<file path="config.mk">
export PLATFORM = sky130hd
export DESIGN_NAME = uart_tx_core
export DESIGN_NICKNAME = d
export VERILOG_FILES = /design/src/rtl/uart_tx_pkg.sv /design/src/rtl/uart_tx_regs.sv /design/src/rtl/uart_tx_baud.sv /design/src/rtl/uart_tx_shift.sv /design/src/rtl/uart_tx_core.sv
export SDC_FILE = /design/constraint.sdc
export NUM_CORES = 1
export LEC_CHECK = 0
export BUFFER_PORTS_ARGS = -buffer_cell sky130_fd_sc_hd__buf_2
export CAP_MARGIN = 20
export CORE_MARGIN = 3
export CORE_UTILIZATION = 55
export DETAILED_ROUTE_END_ITERATION = 8
export PLACE_DENSITY = 0.88
export REMOVE_ABC_BUFFERS = 1
export SLEW_MARGIN = 25
export SYNTH_ARGS = -nofsm -noshare
export SYNTH_HDL_FRONTEND = slang
export SYNTH_SLANG_ARGS = --single-unit
</file>
<file path="constraint.sdc">
create_clock -name clk -period 2.2 [get_ports clk]
set_input_delay 0.22 -clock clk [delete_from_list [all_inputs] [get_ports clk]]
set_output_delay 0.22 -clock clk [all_outputs]
set_load 0.05 [all_outputs]
</file>
<file path="src/rtl/uart_tx_pkg.sv">
package uart_tx_pkg;
  localparam logic [2:0] REG_STAT = 3'd0;
  localparam logic [2:0] REG_CTRL = 3'd1;
  localparam logic [2:0] REG_FMT  = 3'd2;
  localparam logic [2:0] REG_DIVL = 3'd3;
  localparam logic [2:0] REG_DIVH = 3'd4;
  localparam logic [2:0] REG_DATA = 3'd5;

  localparam int STAT_TXC   = 6;
  localparam int CTRL_TXCIE = 6;
  localparam int CTRL_UDRIE = 5;
  localparam int CTRL_TXEN  = 3;
  localparam int CTRL_SZ2   = 2;
  localparam int CTRL_D8    = 0;
  localparam int FMT_PEN    = 5;
  localparam int FMT_PODD   = 4;
  localparam int FMT_STOP2  = 3;

  typedef struct packed {
    logic       par_en;
    logic       par_odd;
    logic       stop2;
    logic [2:0] size_code;
  } tx_fmt_t;

  function automatic logic [3:0] size_to_bits(input logic [2:0] code);
    case (code)
      3'd0:    return 4'd5;
      3'd1:    return 4'd6;
      3'd2:    return 4'd7;
      3'd7:    return 4'd9;
      default: return 4'd8;
    endcase
  endfunction
endpackage

</file>
<file path="src/rtl/uart_tx_regs.sv">
module uart_tx_regs
  import uart_tx_pkg::*;
#(
  parameter int DIV_W = 12
) (
  input  logic             clk,
  input  logic             rst_n,
  input  logic             wr_en,
  input  logic [2:0]       wr_addr,
  input  logic [7:0]       wr_data,
  input  logic             gie,
  input  logic             irq_txc_ack,
  input  logic             load,
  input  logic             txc_set,
  output tx_fmt_t          fmt,
  output logic [DIV_W-1:0] div,
  output logic [8:0]       hold_data,
  output logic             hold_full,
  output logic             udre,
  output logic             txc,
  output logic             irq_udre,
  output logic             irq_txc
);
  localparam int DIVH_W = DIV_W - 8;

  logic [7:0]        div_lo;
  logic [DIVH_W-1:0] div_hi;
  logic              txc_ie, udre_ie, tx_en, sz2, d8;
  logic [1:0]        sz_lo;
  logic              pen, podd, stop2;

  logic wr_stat, wr_data_reg, txc_clr;
  assign wr_stat     = wr_en && (wr_addr == REG_STAT);
  assign wr_data_reg = wr_en && (wr_addr == REG_DATA);
  assign txc_clr     = (irq_txc && irq_txc_ack) || (wr_stat && wr_data[STAT_TXC]);

  always_ff @(posedge clk or negedge rst_n) begin
    if (!rst_n) begin
      div_lo <= '0; div_hi <= '0;
      txc_ie <= 1'b0; udre_ie <= 1'b0; tx_en <= 1'b0; sz2 <= 1'b0; d8 <= 1'b0;
      sz_lo <= 2'b11; pen <= 1'b0; podd <= 1'b0; stop2 <= 1'b0;
      hold_data <= '0; hold_full <= 1'b0; txc <= 1'b0;
    end else begin
      if (wr_en) begin
        case (wr_addr)
          REG_CTRL: begin
            txc_ie  <= wr_data[CTRL_TXCIE];
            udre_ie <= wr_data[CTRL_UDRIE];
            tx_en   <= wr_data[CTRL_TXEN];
            sz2     <= wr_data[CTRL_SZ2];
            d8      <= wr_data[CTRL_D8];
          end
          REG_FMT: begin
            pen   <= wr_data[FMT_PEN];
            podd  <= wr_data[FMT_PODD];
            stop2 <= wr_data[FMT_STOP2];
            sz_lo <= wr_data[2:1];
          end
          REG_DIVL: div_lo <= wr_data;
          REG_DIVH: div_hi <= wr_data[DIVH_W-1:0];
          default: ;
        endcase
      end
      if (wr_data_reg && tx_en) begin
        hold_data <= {d8, wr_data};
        hold_full <= 1'b1;
      end else if (load) begin
        hold_full <= 1'b0;
      end
      if (txc_set)      txc <= 1'b1;
      else if (txc_clr) txc <= 1'b0;
    end
  end

  assign div      = {div_hi, div_lo};
  assign fmt      = '{par_en: pen, par_odd: podd, stop2: stop2, size_code: {sz2, sz_lo}};
  assign udre     = !hold_full;
  assign irq_udre = udre && udre_ie && gie;
  assign irq_txc  = txc && txc_ie && gie;


  udre_clear_chk: assert property (@(posedge clk) disable iff (!rst_n)
    (wr_data_reg && tx_en) |=> !udre);


  ignored_wr_chk: assert property (@(posedge clk) disable iff (!rst_n)
    (wr_data_reg && !tx_en && !hold_full) |=> udre);


  txc_ack_chk: assert property (@(posedge clk) disable iff (!rst_n)
    (irq_txc && irq_txc_ack && !txc_set) |=> !txc);
endmodule

</file>
<file path="src/rtl/uart_tx_baud.sv">
module uart_tx_baud #(
  parameter int DIV_W = 12,
  parameter int OVS   = 16
) (
  input  logic             clk,
  input  logic             rst_n,
  input  logic             restart,
  input  logic [DIV_W-1:0] div,
  output logic             bit_end
);
  localparam int OVS_W = $clog2(OVS);
  localparam logic [OVS_W-1:0] OVS_LAST = OVS_W'(OVS - 1);

  logic [DIV_W-1:0] pre;
  logic [OVS_W-1:0] os;
  logic             pre_wrap;

  assign pre_wrap = (pre >= div);
  assign bit_end  = pre_wrap && (os == OVS_LAST);

  always_ff @(posedge clk or negedge rst_n) begin
    if (!rst_n) begin
      pre <= '0;
      os  <= '0;
    end else if (restart) begin
      pre <= '0;
      os  <= '0;
    end else if (pre_wrap) begin
      pre <= '0;
      os  <= (os == OVS_LAST) ? '0 : os + 1'b1;
    end else begin
      pre <= pre + 1'b1;
    end
  end


  restart_clear_chk: assert property (@(posedge clk) disable iff (!rst_n)
    restart |=> (os == '0));
endmodule

</file>
<file path="src/rtl/uart_tx_shift.sv">
module uart_tx_shift
  import uart_tx_pkg::*;
#(
  parameter int FRAME_W = 13
) (
  input  logic       clk,
  input  logic       rst_n,
  input  logic       hold_full,
  input  logic [8:0] hold_data,
  input  tx_fmt_t    fmt,
  input  logic       bit_end,
  output logic       load,
  output logic       txc_set,
  output logic       txd
);
  localparam int CNT_W = $clog2(FRAME_W + 1);

  logic [FRAME_W-1:0] sh, frame;
  logic [CNT_W-1:0]   left, total;
  logic [3:0]         nbits;
  logic               busy, par, last_end;

  always_comb begin
    nbits = size_to_bits(fmt.size_code);
    frame = '1;
    frame[0] = 1'b0;
    par = fmt.par_odd;
    for (int i = 0; i < 9; i++) begin
      if (i < int'(nbits)) begin
        frame[i+1] = hold_data[i];
        par = par ^ hold_data[i];
      end
    end
    if (fmt.par_en) frame[int'(nbits)+1] = par;
    total = CNT_W'(2) + CNT_W'(nbits) + CNT_W'(fmt.par_en) + CNT_W'(fmt.stop2);
  end

  assign last_end = busy && bit_end && (left == CNT_W'(1));
  assign load     = hold_full && (!busy || last_end);
  assign txc_set  = last_end && !hold_full;
  assign txd      = busy ? sh[0] : 1'b1;

  always_ff @(posedge clk or negedge rst_n) begin
    if (!rst_n) begin
      sh   <= '1;
      left <= '0;
      busy <= 1'b0;
    end else if (load) begin
      sh   <= frame;
      left <= total;
      busy <= 1'b1;
    end else if (busy && bit_end) begin
      sh   <= {1'b1, sh[FRAME_W-1:1]};
      left <= left - 1'b1;
      if (left == CNT_W'(1)) busy <= 1'b0;
    end
  end


  txc_idle_chk: assert property (@(posedge clk) disable iff (!rst_n)
    txc_set |=> (!busy && txd));


  back_to_back_chk: assert property (@(posedge clk) disable iff (!rst_n)
    (last_end && hold_full) |=> (busy && !txd));
endmodule

</file>
<file path="src/rtl/uart_tx_core.sv">
module uart_tx_core
  import uart_tx_pkg::*;
#(
  parameter int DIV_W   = 12,
  parameter int OVS     = 16,
  parameter int FRAME_W = 13
) (
  input  logic       clk,
  input  logic       rst_n,
  input  logic       wr_en,
  input  logic [2:0] wr_addr,
  input  logic [7:0] wr_data,
  input  logic       gie,
  input  logic       irq_txc_ack,
  output logic       txd,
  output logic       udre_flag,
  output logic       txc_flag,
  output logic       irq_udre,
  output logic       irq_txc
);
  tx_fmt_t          fmt;
  logic [DIV_W-1:0] div;
  logic [8:0]       hold_data;
  logic             hold_full, load, txc_set, bit_end;

  uart_tx_regs #(.DIV_W(DIV_W)) u_regs (
    .clk(clk), .rst_n(rst_n), .wr_en(wr_en), .wr_addr(wr_addr), .wr_data(wr_data),
    .gie(gie), .irq_txc_ack(irq_txc_ack), .load(load), .txc_set(txc_set),
    .fmt(fmt), .div(div), .hold_data(hold_data), .hold_full(hold_full),
    .udre(udre_flag), .txc(txc_flag), .irq_udre(irq_udre), .irq_txc(irq_txc)
  );

  uart_tx_baud #(.DIV_W(DIV_W), .OVS(OVS)) u_baud (
    .clk(clk), .rst_n(rst_n), .restart(load), .div(div), .bit_end(bit_end)
  );

  uart_tx_shift #(.FRAME_W(FRAME_W)) u_shift (
    .clk(clk), .rst_n(rst_n), .hold_full(hold_full), .hold_data(hold_data),
    .fmt(fmt), .bit_end(bit_end), .load(load), .txc_set(txc_set), .txd(txd)
  );


  irq_udre_gate_chk: assert property (@(posedge clk) disable iff (!rst_n)
    irq_udre |-> (udre_flag && gie));


  irq_gie_off_chk: assert property (@(posedge clk) disable iff (!rst_n)
    !gie |-> (!irq_udre && !irq_txc));
endmodule

</file>
## Word-level counts from Yosys, hierarchy flattened

Cells that the tools add are included.
Widths: inputs -> output; s select.

| storage, ports and cells | value |
|---|---|
| output and inout bits | 5 |
| bits in registers | 67 |
| ROM bits | 0 |
| bits of input ports | 16 |
| memory bits (writable) | 0 |
| memories | 0 |
| latch bits | 0 |

| operators by class | value |
|---|---|
| multiplexer cells | 40 |
| equal/unequal tests | 10 |
| shift operators | 0 |
| $lt $le $gt $ge | 12 |
| div/mod/pow operators | 0 |
| bitwise gates (word level) | 9 |
| multipliers | 0 |
| add/sub/neg operators | 7 |
| reduce and logical (&&, ||, !) cells | 31 |

Operators with widths:

| cell | number |
|---|---|
| $mux 13 | 3 |
| $ge 32x1->1 const B | 1 |
| $lt 32x6->1 const B | 1 |
| $mux 1 | 27 |
| $mux 12 | 2 |
| $mux 4 | 5 |
| $lt 3x4->1 const A | 4 |
| $pmux 4 s4 | 1 |
| $logic_and 1x1->1 | 15 |
| $bwmux 13 | 1 |
| $add 12x1->12 const B | 1 |
| $ge 12x12->1 | 1 |
| $reduce_and 2->1 | 5 |
| $reduce_bool 2->1 | 5 |
| $eq 3x2->1 const B | 3 |
| $eq 3x3->1 const B | 3 |
| $xor 1x1->1 | 9 |
| $add 4x1->4 | 2 |
| $lt 1x4->1 const A | 2 |
| $lt 2x4->1 const A | 2 |
| $eq 3x1->1 const B | 2 |
| $logic_not 3->1 | 2 |
| $add 4x1->5 const B | 1 |
| $add 2x4->4 const A | 1 |
| 8 further kinds | 10 |

## Longest topological paths before layout

Gate-level depths: netlist (run 1).

| depth | value |
|---|---|
| word-level depth | 23 |
| depth in mapped cells | 10 |
| mapped depth without buffers | 9 |

## Cells and area by module

A second synthesis (run 1) with hierarchy kept.

| unflattened totals | value |
|---|---|
| cell total of the unflattened synthesis | 343 |
| area total of the unflattened synthesis | 3,762.4 um^2 |

Modules (own cells, without submodules):

| module | instances | sequential area each (um^2) | cells each | area an instance (um^2) |
|---|---|---|---|---|
| uart_tx_regs | 1 | 828.3 | 85 | 1,393.8 |
| uart_tx_shift | 1 | 466.7 | 138 | 1,201.2 |
| uart_tx_baud | 1 | 400.4 | 120 | 1,167.4 |

## Worst setup path after synthesis (run 1)

OpenSTA, ideal clock, no wires.

| timing | value |
|---|---|
| path type | flip-flop to flip-flop |
| start | register u_baud.pre[0] |
| end | register u_shift.sh[10] |
| cell stages (with the launch flop) | 10 |
| setup time | 0.077 ns |
| period minus slack after synthesis | 2.280 ns |
| data required time | 2.123 ns |
| data arrival time | 2.203 ns |
| path slack | -0.080 ns |
| path through | dfrtp_1 -> inv_1 -> ha_1 -> nand2b_1 -> a2111oi_2 -> o211ai_2 -> a21boi_4 -> nor2_2 -> mux2_1 -> o21a_1 |

| between the ends | value |
|---|---|
| word-level cells in the longest chain between the ends | 7 |

RTL lines:

| element | line | RTL |
|---|---|---|
| start: declaration | uart_tx_baud.sv:14 | `logic [DIV_W-1:0] pre;` |
| start signal: assignment | uart_tx_baud.sv:32 | `pre <= pre + 1'b1;` |
| $ge 12x12->1 * | uart_tx_baud.sv:18 | `assign pre_wrap = (pre >= div);` |
| $logic_and 1x1->1 * | uart_tx_baud.sv:19 | `assign bit_end = pre_wrap && (os == OVS_LAST);` |
| $logic_and 1x1->1 * | uart_tx_shift.sv:38, uart_tx_shift.sv:52 |  |
| $logic_and 1x1->1 | uart_tx_shift.sv:38 | `assign last_end = busy && bit_end && (left == CNT_W'(1));` |
| $logic_or 1x1->1 | uart_tx_shift.sv:39 | `assign load = hold_full && (!busy \|\| last_end);` |
| $logic_and 1x1->1 | uart_tx_shift.sv:39 |  |
| $mux 13 or $reduce_bool 2->1 (tied branches) | n/a |  |
| end signal: assignment | uart_tx_shift.sv:49 | `sh <= frame;` |
| end signal: assignment | uart_tx_shift.sv:53 | `sh <= {1'b1, sh[FRAME_W-1:1]};` |
| end: declaration | uart_tx_shift.sv:18 | `logic [FRAME_W-1:0] sh, frame;` |

Every way passes the cells marked *; elsewhere a longest branch is shown, timed or not.
A chain may end at the register's enable or synchronous reset.

## Final worst setup path (run 1)

| timing | value |
|---|---|
| start | register u_regs.div_lo[0] |
| end | register u_shift.sh[12] |

| between the ends | value |
|---|---|
| word-level cells in the longest chain between the ends | 7 |

RTL lines:

| element | line | RTL |
|---|---|---|
| start: declaration | uart_tx_regs.sv:26 | `logic [7:0] div_lo;` |
| start signal: assignment | uart_tx_regs.sv:59 | `REG_DIVL: div_lo <= wr_data;` |
| $ge 12x12->1 * | uart_tx_baud.sv:18 |  |
| $logic_and 1x1->1 * | uart_tx_baud.sv:19 |  |
| $logic_and 1x1->1 * | uart_tx_shift.sv:38, uart_tx_shift.sv:52 |  |
| $logic_and 1x1->1 | uart_tx_shift.sv:38 |  |
| $logic_or 1x1->1 | uart_tx_shift.sv:39 |  |
| $logic_and 1x1->1 | uart_tx_shift.sv:39 |  |
| $mux 13 or $reduce_bool 2->1 (tied branches) | n/a |  |

Marks and branches as above.

==> results.md, run 1 <==
* Run status: finished with violations
* Violated checks: setup timing
* Initial core utilization at 57.9%
* Met2 global-route usage at 36.7%
* Min cycle time layout at around 2.2 ns
* Layout cells sized above 1 at 34.5%
* Final nets at 412
* Largest stage delay, worst path at 0.39 ns
* Chip Height at 85.9 um
* Clock net sink count at 67
* Syn avg cell area at 10.9 um^2
* Worst EP arrival at 2.51 ns
* Reg2reg setup slack at -0.03 ns
* # port buffers at 20
* DRC viols at 0
* Worst Hold Depth at 2
* Rel. slew slack at 68.1%
* CTS max path bufs at 2
* Synth Flop Type: dfrtp_1
* Hold path start: wr_data[7]
* I/O pins at 21
* Startpoint class of the critical path: flop
* Worst path cell trace: ha_1, nand2b_4, a2111oi_4, o211ai_4, a21boi_4, nor2_4, buf_4, or3_4
* Worst Path Max Fanout at 9
* M3 GR Usage at ~6.3%
* Initial antenna violation count at 0
* Max-slew violation count at 0
* Largest area contributor in the synthesized netlist: dfrtp_1
* Number of global-route vias before repair at 2607
* Crit end category: flop
* Reg2Reg Depth at 8
* EDFF count, synth at 0
* Max Freq at ~450 MHz
* Die width at 85.9 um
* Synth top cells by count: 52 x dfrtp_1, 27 x nand2_1, 25 x mux2_2
* Routed Antenna Nets at 0
* Tot GR Track Use at 22.8%
* Cell Area, Synth at 3510 um^2
* Yosys cell types at 53
* Top-count cell post-synth: dfrtp_1
* Global routing's busiest layer: met2
* Vias per cell at a little under 6
* Die Footprint at ~7400 um^2
* Root Buffer: clkbuf_8
* Slowest-stage cell, CP: dfrtp_1
* Met1 Use GR at 29.6%
* Register bit total from synthesis at 67
* Sequential share of the synthesized area at 48.3%
* Setup CP Type: flop to flop
* Post-synthesis async set-or-reset flop share at 100%
* Layout area overhead at 20.9%
* Row Count at 28
* Unrepaired setup endpoints after global routing: true
* Later-pin clock latency in the skew report at 0.36 ns
* H-Tree Level Count at 3
* Final Cycle Share at 101%
* Pwr dens at 1020 nW/um^2
* Fin Setup TNS at -0.0493 ns
* Vias at 2651
* Worst hold endpoint: u_regs.hold_data[7]$_DFFE_PN0P_
* Post-Synthesis Cells at 322
* DRT Wirelength at approximately 8.1 mm
* Worst vdd ir at 0.000741 V
* DR WL/cell at 17.6 um
* Layout Utilization at between 60% and 70%
* Antenna diode count at 0
* Largest net degree at the start of global routing at 27
* FF-to-FF Start: u_regs.div_lo[0]$_DFFE_PN0P_
* Number of CTS-inserted buffers at 9
* Overflow after GRT at 0
* Final Setup Violations at 5
* Reg-to-Reg End: u_shift.sh[12]$_DFFE_PN1P_
* First-pass GRT wire length at about 13 mm
* Core Box Area at 6060 um^2
* Worst Tran Pin Value at ~0.48 ns
* Syn. warnings at 0
* DP HPWL at 5.36 mm
* Max-Cap Viols at 0
* Ranking of synthesized cells by area: dfrtp_1 37%, dfstp_2 11%, mux2_2 8.0%
* Fin worst setup slack at -0.0311 ns
* P_leak at slightly below 2 nW
* CTS tree: built
* Clk slew on worst S/H paths at roughly 0.080 ns
* WP data required at 2.48 ns
* Worst hold path class: primary input to flop
* Placer Congestion at around 0.84
* Initial DRC Count at 181
* Clock skew at between 0.01 and 0.015 ns
* Drt first pass iters at 4
* Hold violation count in the final report at 0
* Top-area cell type share of the netlist area at 37.1%
[through the flow]
step / std cells / total power [mW] / hold slack [ns] / setup slack [ns] / cell area [um^2]
detailed placement: 434 / 3.02 / 0.168 / -0.109 / 3860
global placement: 434 / 2.95 / 0.159 / -0.0322 / 3860
floorplan: 312 / 2.61 / -0.0756 / -0.776 / 3450
global route: 458 / 4.54 / 0.0937 / -0.110 / 4240
CTS: 452 / 4.22 / 0.102 / 0.00885 / 4150
finish: 458 / 4.32 / 0.108 / -0.0311 / 4240
[where the power goes]
group	switching [mW]	total, mW	internal (mW)
Clock	0.535	1.08	0.542
Sequential	0.222	1.70	1.48
Combinational	0.770	1.54	0.770
[cells in the final DEF, fill, tap and decap left out, types with 5 or more instances in the layout]
cell / netlist / routed
buf_4: 2 / 27
xnor2_1: 12 / 12
nor2_1: 23 / 21
inv_1: 20 / 20
a21oi_1: 9 / 5
mux2_2: 25 / 25
o21ai_1: 12 / 11
buf_2: 1 / 21
xor2_1: 8 / 8
nand2_1: 27 / 27
dfstp_2: 15 / 15
mux2i_1: 12 / 11
o21ai_0: 10 / 10
and3_1: 9 / 9
clkbuf_8: 0 / 9
dfrtp_1: 52 / 52
ha_1: 17 / 15
nand3_1: 7 / 6
[area by class of cell]
| cell class | count | area, um^2 |
|---|---|---|
| clock buffers | 9 | 124 |
| fillers | 411 | 1820 |
| multi-input cells | 225 | 1790 |
| well taps | 75 | 93.8 |
| clock inverters | 7 | 83.8 |
| inverters | 21 | 78.8 |
| flip-flops and latches | 67 | 1700 |
| repair buffers | 54 | 378 |
[worst max-delay path by stage]
stage                                 start                           to  slack [ns]  depth (start not counted)
2_1_floorplan       u_baud.pre[6]$_DFF_PN0_  u_shift.left[3]$_DFFE_PN0P_       -0.78                          8
3_3_place_gp   u_regs.div_lo[0]$_DFFE_PN0P_    u_shift.sh[9]$_DFFE_PN1P_       -0.03                          9
3_5_place_dp        u_baud.pre[6]$_DFF_PN0_    u_shift.sh[8]$_DFFE_PN1P_       -0.11                         10
4_1_cts        u_regs.div_lo[7]$_DFFE_PN0P_     u_baud.os[3]$_DFFE_PN0P_       0.009                         10
5_1_grt        u_regs.div_lo[0]$_DFFE_PN0P_  u_shift.left[1]$_DFFE_PN0P_       -0.11                          8
6_report       u_regs.div_lo[0]$_DFFE_PN0P_   u_shift.sh[12]$_DFFE_PN1P_       -0.03                          8
[critical path, delay by kind of cell, from the launching register on]
kind / cells / cell delay, ns
AOI/OAI and AO/OA: 3 / 0.71
adders and majority gates: 1 / 0.29
and+or+nand+nor: 3 / 0.60
DFF: 1 / 0.39
buffers and inverters: 1 / 0.15
[cells by family after synthesis]
group                    after synthesis  synth area share, %
AND/OR/NAND/NOR                       92                 13.3
buffers and inverters                 31                 3.78
multiplexers                          39                 12.1
AO/OA/AOI/OAI                         53                 9.95
adder cells (fa/ha/maj)               19                 6.92
flip-flops                            67                 48.3
XOR/XNOR                              21                 5.64
[flip-flops by register name, summed over array words and instances (netlist names)]
register and cells:
u_baud.os 4, u_baud.pre 12, u_regs.d8 1, u_regs.div_hi 4
u_regs.div_lo 8, u_regs.hold_data 9, u_regs.hold_full 1, u_regs.pen 1
u_regs.podd 1, u_regs.stop2 1, u_regs.sz2 1, u_regs.sz_lo 2
u_regs.tx_en 1, u_regs.txc 1, u_regs.txc_ie 1, u_regs.udre_ie 1
u_shift.busy 1, u_shift.left 4, u_shift.sh 13
[timing repair]
item	CTS	global route
hold buffers	1	0
pin swaps	5	5
endpoints found under the setup margin	31	27
cloned	0	3
setup buffers	1	3
gates resized for setup	10	14
hold endpoints to repair	3	0
[metal layers]
metal  wire, um  share of wire (%)
met5          0                  0
met4        192                2.4
met3        388                4.8
met2       4070                 51
met1       3400                 42
(Power assumes the default switching activity.)
==> run 2: changes to the inputs <==
--- a/config.mk
+++ b/config.mk
@@ -11,8 +11,10 @@
 export CORE_UTILIZATION = 55
 export DETAILED_ROUTE_END_ITERATION = 8
 export PLACE_DENSITY = 0.88
+export RECOVER_POWER = 25
 export REMOVE_ABC_BUFFERS = 1
 export SLEW_MARGIN = 25
 export SYNTH_ARGS = -nofsm -noshare
 export SYNTH_HDL_FRONTEND = slang
 export SYNTH_SLANG_ARGS = --single-unit
+export TNS_END_PERCENT = 100
==> results.md, run 2 (same netlist as run 1, synthesis figures left out) <==
* Clock net sink count at 67 (unchanged)
* Unrepaired setup endpoints after global routing: true
* DP HPWL at 5.36 mm (unchanged)
* Reg2Reg Depth at 8 (unchanged)
* Min cycle time layout at 2.23 ns (-0.00154 ns)
* Clock skew at 0.0133 ns (-0.00103 ns)
* Core Box Area at 6060 um^2 (unchanged)
* Reg2reg setup slack at -0.03 ns (about the same)
* Run status: finished with violations
* Root Buffer: clkbuf_8
* Largest stage delay, worst path at 0.39 ns (about the same)
* CTS tree: built
* Layout area overhead at 20.7%
* Max-slew violation count at 0 (unchanged)
* DRC viols at 0 (unchanged)
* FF-to-FF Start: u_regs.div_lo[0]$_DFFE_PN0P_
* Logic gate share of total power at 35.6% (about the same)
* Final Setup Violations at 4 (-1)
* Layout Utilization at 69.8% (-0.12 points)
* Slowest-stage cell, CP: dfrtp_1
* Worst EP arrival at 2.51 ns (about the same)
* Regs by FF count: u_shift.sh (13), u_baud.pre (12), u_regs.hold_data (9)
* Routed Antenna Nets at 0 (unchanged)
* Crit end category: flop
* Clock power frac at 25.0% (about the same)
* DR WL/cell at 17.5 um (-0.20%)
* Final nets at 412 (unchanged)
* Die Footprint at 7370 um^2 (unchanged)
* Antenna diode count at 0 (unchanged)
* P_leak at 1.93 nW (-0.64%)
* CTS max path bufs at 2 (unchanged)
* Most frequent cells in the layout: 52 x dfrtp_1, 27 x nand2_1, 26 x buf_4
* Fin area at 4230 um^2 (-0.18%)
* Top reg by flops: u_shift.sh
* Seq pwr share at 39.4% (about the same)
* Worst hold path class: primary input to flop
* Pwr dens at 1020 nW/um^2 (about the same)
* Setup CP Type: flop to flop
* Switching Share at 35.3% (-0.054 points)
* Number of global-route vias before repair at 2607 (unchanged)
* Fin Setup TNS at -0.0548 ns (-0.00553 ns)
* Internal Pwr Total at 2.79 mW (about the same)
* Fillers at 411 (unchanged)
* Max Freq at 449 MHz (about the same)
* Initial core utilization at 57.9% (unchanged)
* Commonest non-fill, non-tap cell in the layout: dfrtp_1
* Final Cycle Share at 101% (about the same)
* Chip Height at 85.9 um (unchanged)
* Fin worst setup slack at -0.0296 ns (+0.00154 ns)
* # port buffers at 20 (unchanged)
* DP Area at 3860 um^2 (unchanged)
* Worst path cell trace: ha_1, nand2b_4, a2111oi_4, o211ai_4, a21boi_4, nor2_4, buf_4, or3_4
* Violated checks: setup timing
* Initial antenna violation count at 0 (unchanged)
* Vias per cell at 5.77 (-0.38%)
* Largest net degree at the start of global routing at 27 (unchanged)
* Startpoint class of the critical path: flop
* Placer Congestion at 0.837 (unchanged)
* H-Tree Level Count at 3 (unchanged)
* I/O pins at 21 (unchanged)
* Worst hold endpoint: u_regs.hold_data[7]$_DFFE_PN0P_
* Net Switching at 1.52 mW (-0.28%)
* Worst Tran Pin Value at 0.931 ns (+0.454 ns)
* Row Count at 28 (unchanged)
* First-pass GRT wire length at 12.8 mm (unchanged)
* Design Power at 4.31 mW (-0.13%)
* Worst Hold Depth at 2 (unchanged)
* Initial DRC Count at 194 (+7.2%)
* Later-pin clock latency in the skew report at 0.36 ns (about the same)
* Critical path's top delay family: compound AO/OA/AOI/OAI gates
* Max-Cap Viols at 0 (unchanged)
* Worst Path Max Fanout at 9 (unchanged)
* Layout cells sized above 1 at 33.4% (-1.0 points)
* Hold violation count in the final report at 0 (unchanged)
* Tot GR Track Use at 22.8% (unchanged)
* Drt first pass iters at 4 (unchanged)
* Overflow after GRT at 0 (unchanged)
* Die width at 85.9 um (unchanged)
* Hold path start: wr_data[7]
* DRT Wirelength at 8.04 mm (-0.20%)
* Worst vdd ir at 0.000746 V (+0.67%)
* Number of CTS-inserted buffers at 9 (unchanged)
* Vias at 2641 (-0.38%)
* Clk slew on worst S/H paths at 0.08 ns (about the same)
* Reg-to-Reg End: u_shift.sh[12]$_DFFE_PN1P_
* Buffers & Inverters on Critical Path at 1 (unchanged)
* Rel. slew slack at 38.0% (-30 points)
* WP data required at 2.48 ns (about the same)
* Max reg flops at 13 (unchanged)
[run 2: cell types whose count changed in the layout (fill, tap and decap cells not counted)]
cell / before / now
buf_2: 21 / 18
clkbuf_1: 0 / 4
buf_4: 27 / 26
[run 2: repair_timing]
| action | 4_1_cts | 5_1_grt |
|---|---|---|
| buffers inserted | 1 | 3 |
| endpoints found under the setup margin | 31 | 27 |
| gates cloned | 0 | 3 |
| endpoints found under the hold margin | 3 | 0 |
| resized for setup | 10 | 14 |
| pin swaps | 5 | 5 |
| hold buffers | 1 | 0 |
[run 2: per-stage QoR]
step	hold WS [ns]	instances	setup WS [ns]
2_1_floorplan	-0.0756	312	-0.776
4_1_cts	0.102	452	0.00885
5_1_grt	0.0937	458	-0.110
3_3_place_gp	0.159	434	-0.0322
6_report	0.110	458	-0.0296
3_5_place_dp	0.168	434	-0.109
[run 2: per-layer routing]
metal / vias to the layer above / global-route usage [%] / routed length, um
met5: - / 0 / 0
met4: 0 / 8.63 / 157
met3: 21 / 6.34 / 342
met2: 70 / 36.7 / 4100
met1: 1316 / 29.6 / 3440
li1: 1234 / - / -
[run 2: worst max-delay path by stage]
stage | slack (ns) | to | cells past startpoint | from
detailed placement | -0.11 | u_shift.sh[8]$_DFFE_PN1P_ | 10 | u_baud.pre[6]$_DFF_PN0_
global route | -0.11 | u_shift.left[1]$_DFFE_PN0P_ | 8 | u_regs.div_lo[0]$_DFFE_PN0P_
global placement | -0.03 | u_shift.sh[9]$_DFFE_PN1P_ | 9 | u_regs.div_lo[0]$_DFFE_PN0P_
CTS | 0.009 | u_baud.os[3]$_DFFE_PN0P_ | 10 | u_regs.div_lo[7]$_DFFE_PN0P_
floorplan | -0.78 | u_shift.left[3]$_DFFE_PN0P_ | 8 | u_baud.pre[6]$_DFF_PN0_
finish | -0.03 | u_shift.sh[12]$_DFFE_PN1P_ | 8 | u_regs.div_lo[0]$_DFFE_PN0P_
[run 2: final cells by class]
| cell class | instances | area [um^2] | area share (%) |
|---|---|---|---|
| multi-input combinational | 225 | 1790 | 42.2 |
| sequential | 67 | 1700 | 40.1 |
| timing repair buffer | 54 | 370 | 8.75 |
| clock buffer | 9 | 124 | 2.93 |
| tap | 75 | 93.8 | 2.22 |
| clock inverter | 7 | 83.8 | 1.98 |
| inverter | 21 | 78.8 | 1.86 |
[run 2: power groups by stage]
stage / Clock, mW / Sequential, mW / Combinational (mW)
6_report: 1.08 / 1.70 / 1.53
5_1_grt: 1.14 / 1.72 / 1.68
4_1_cts: 1.09 / 1.69 / 1.44
3_5_place_dp: 0 / 1.71 / 1.31
3_3_place_gp: 0 / 1.69 / 1.26
2_1_floorplan: 0 / 1.67 / 0.937
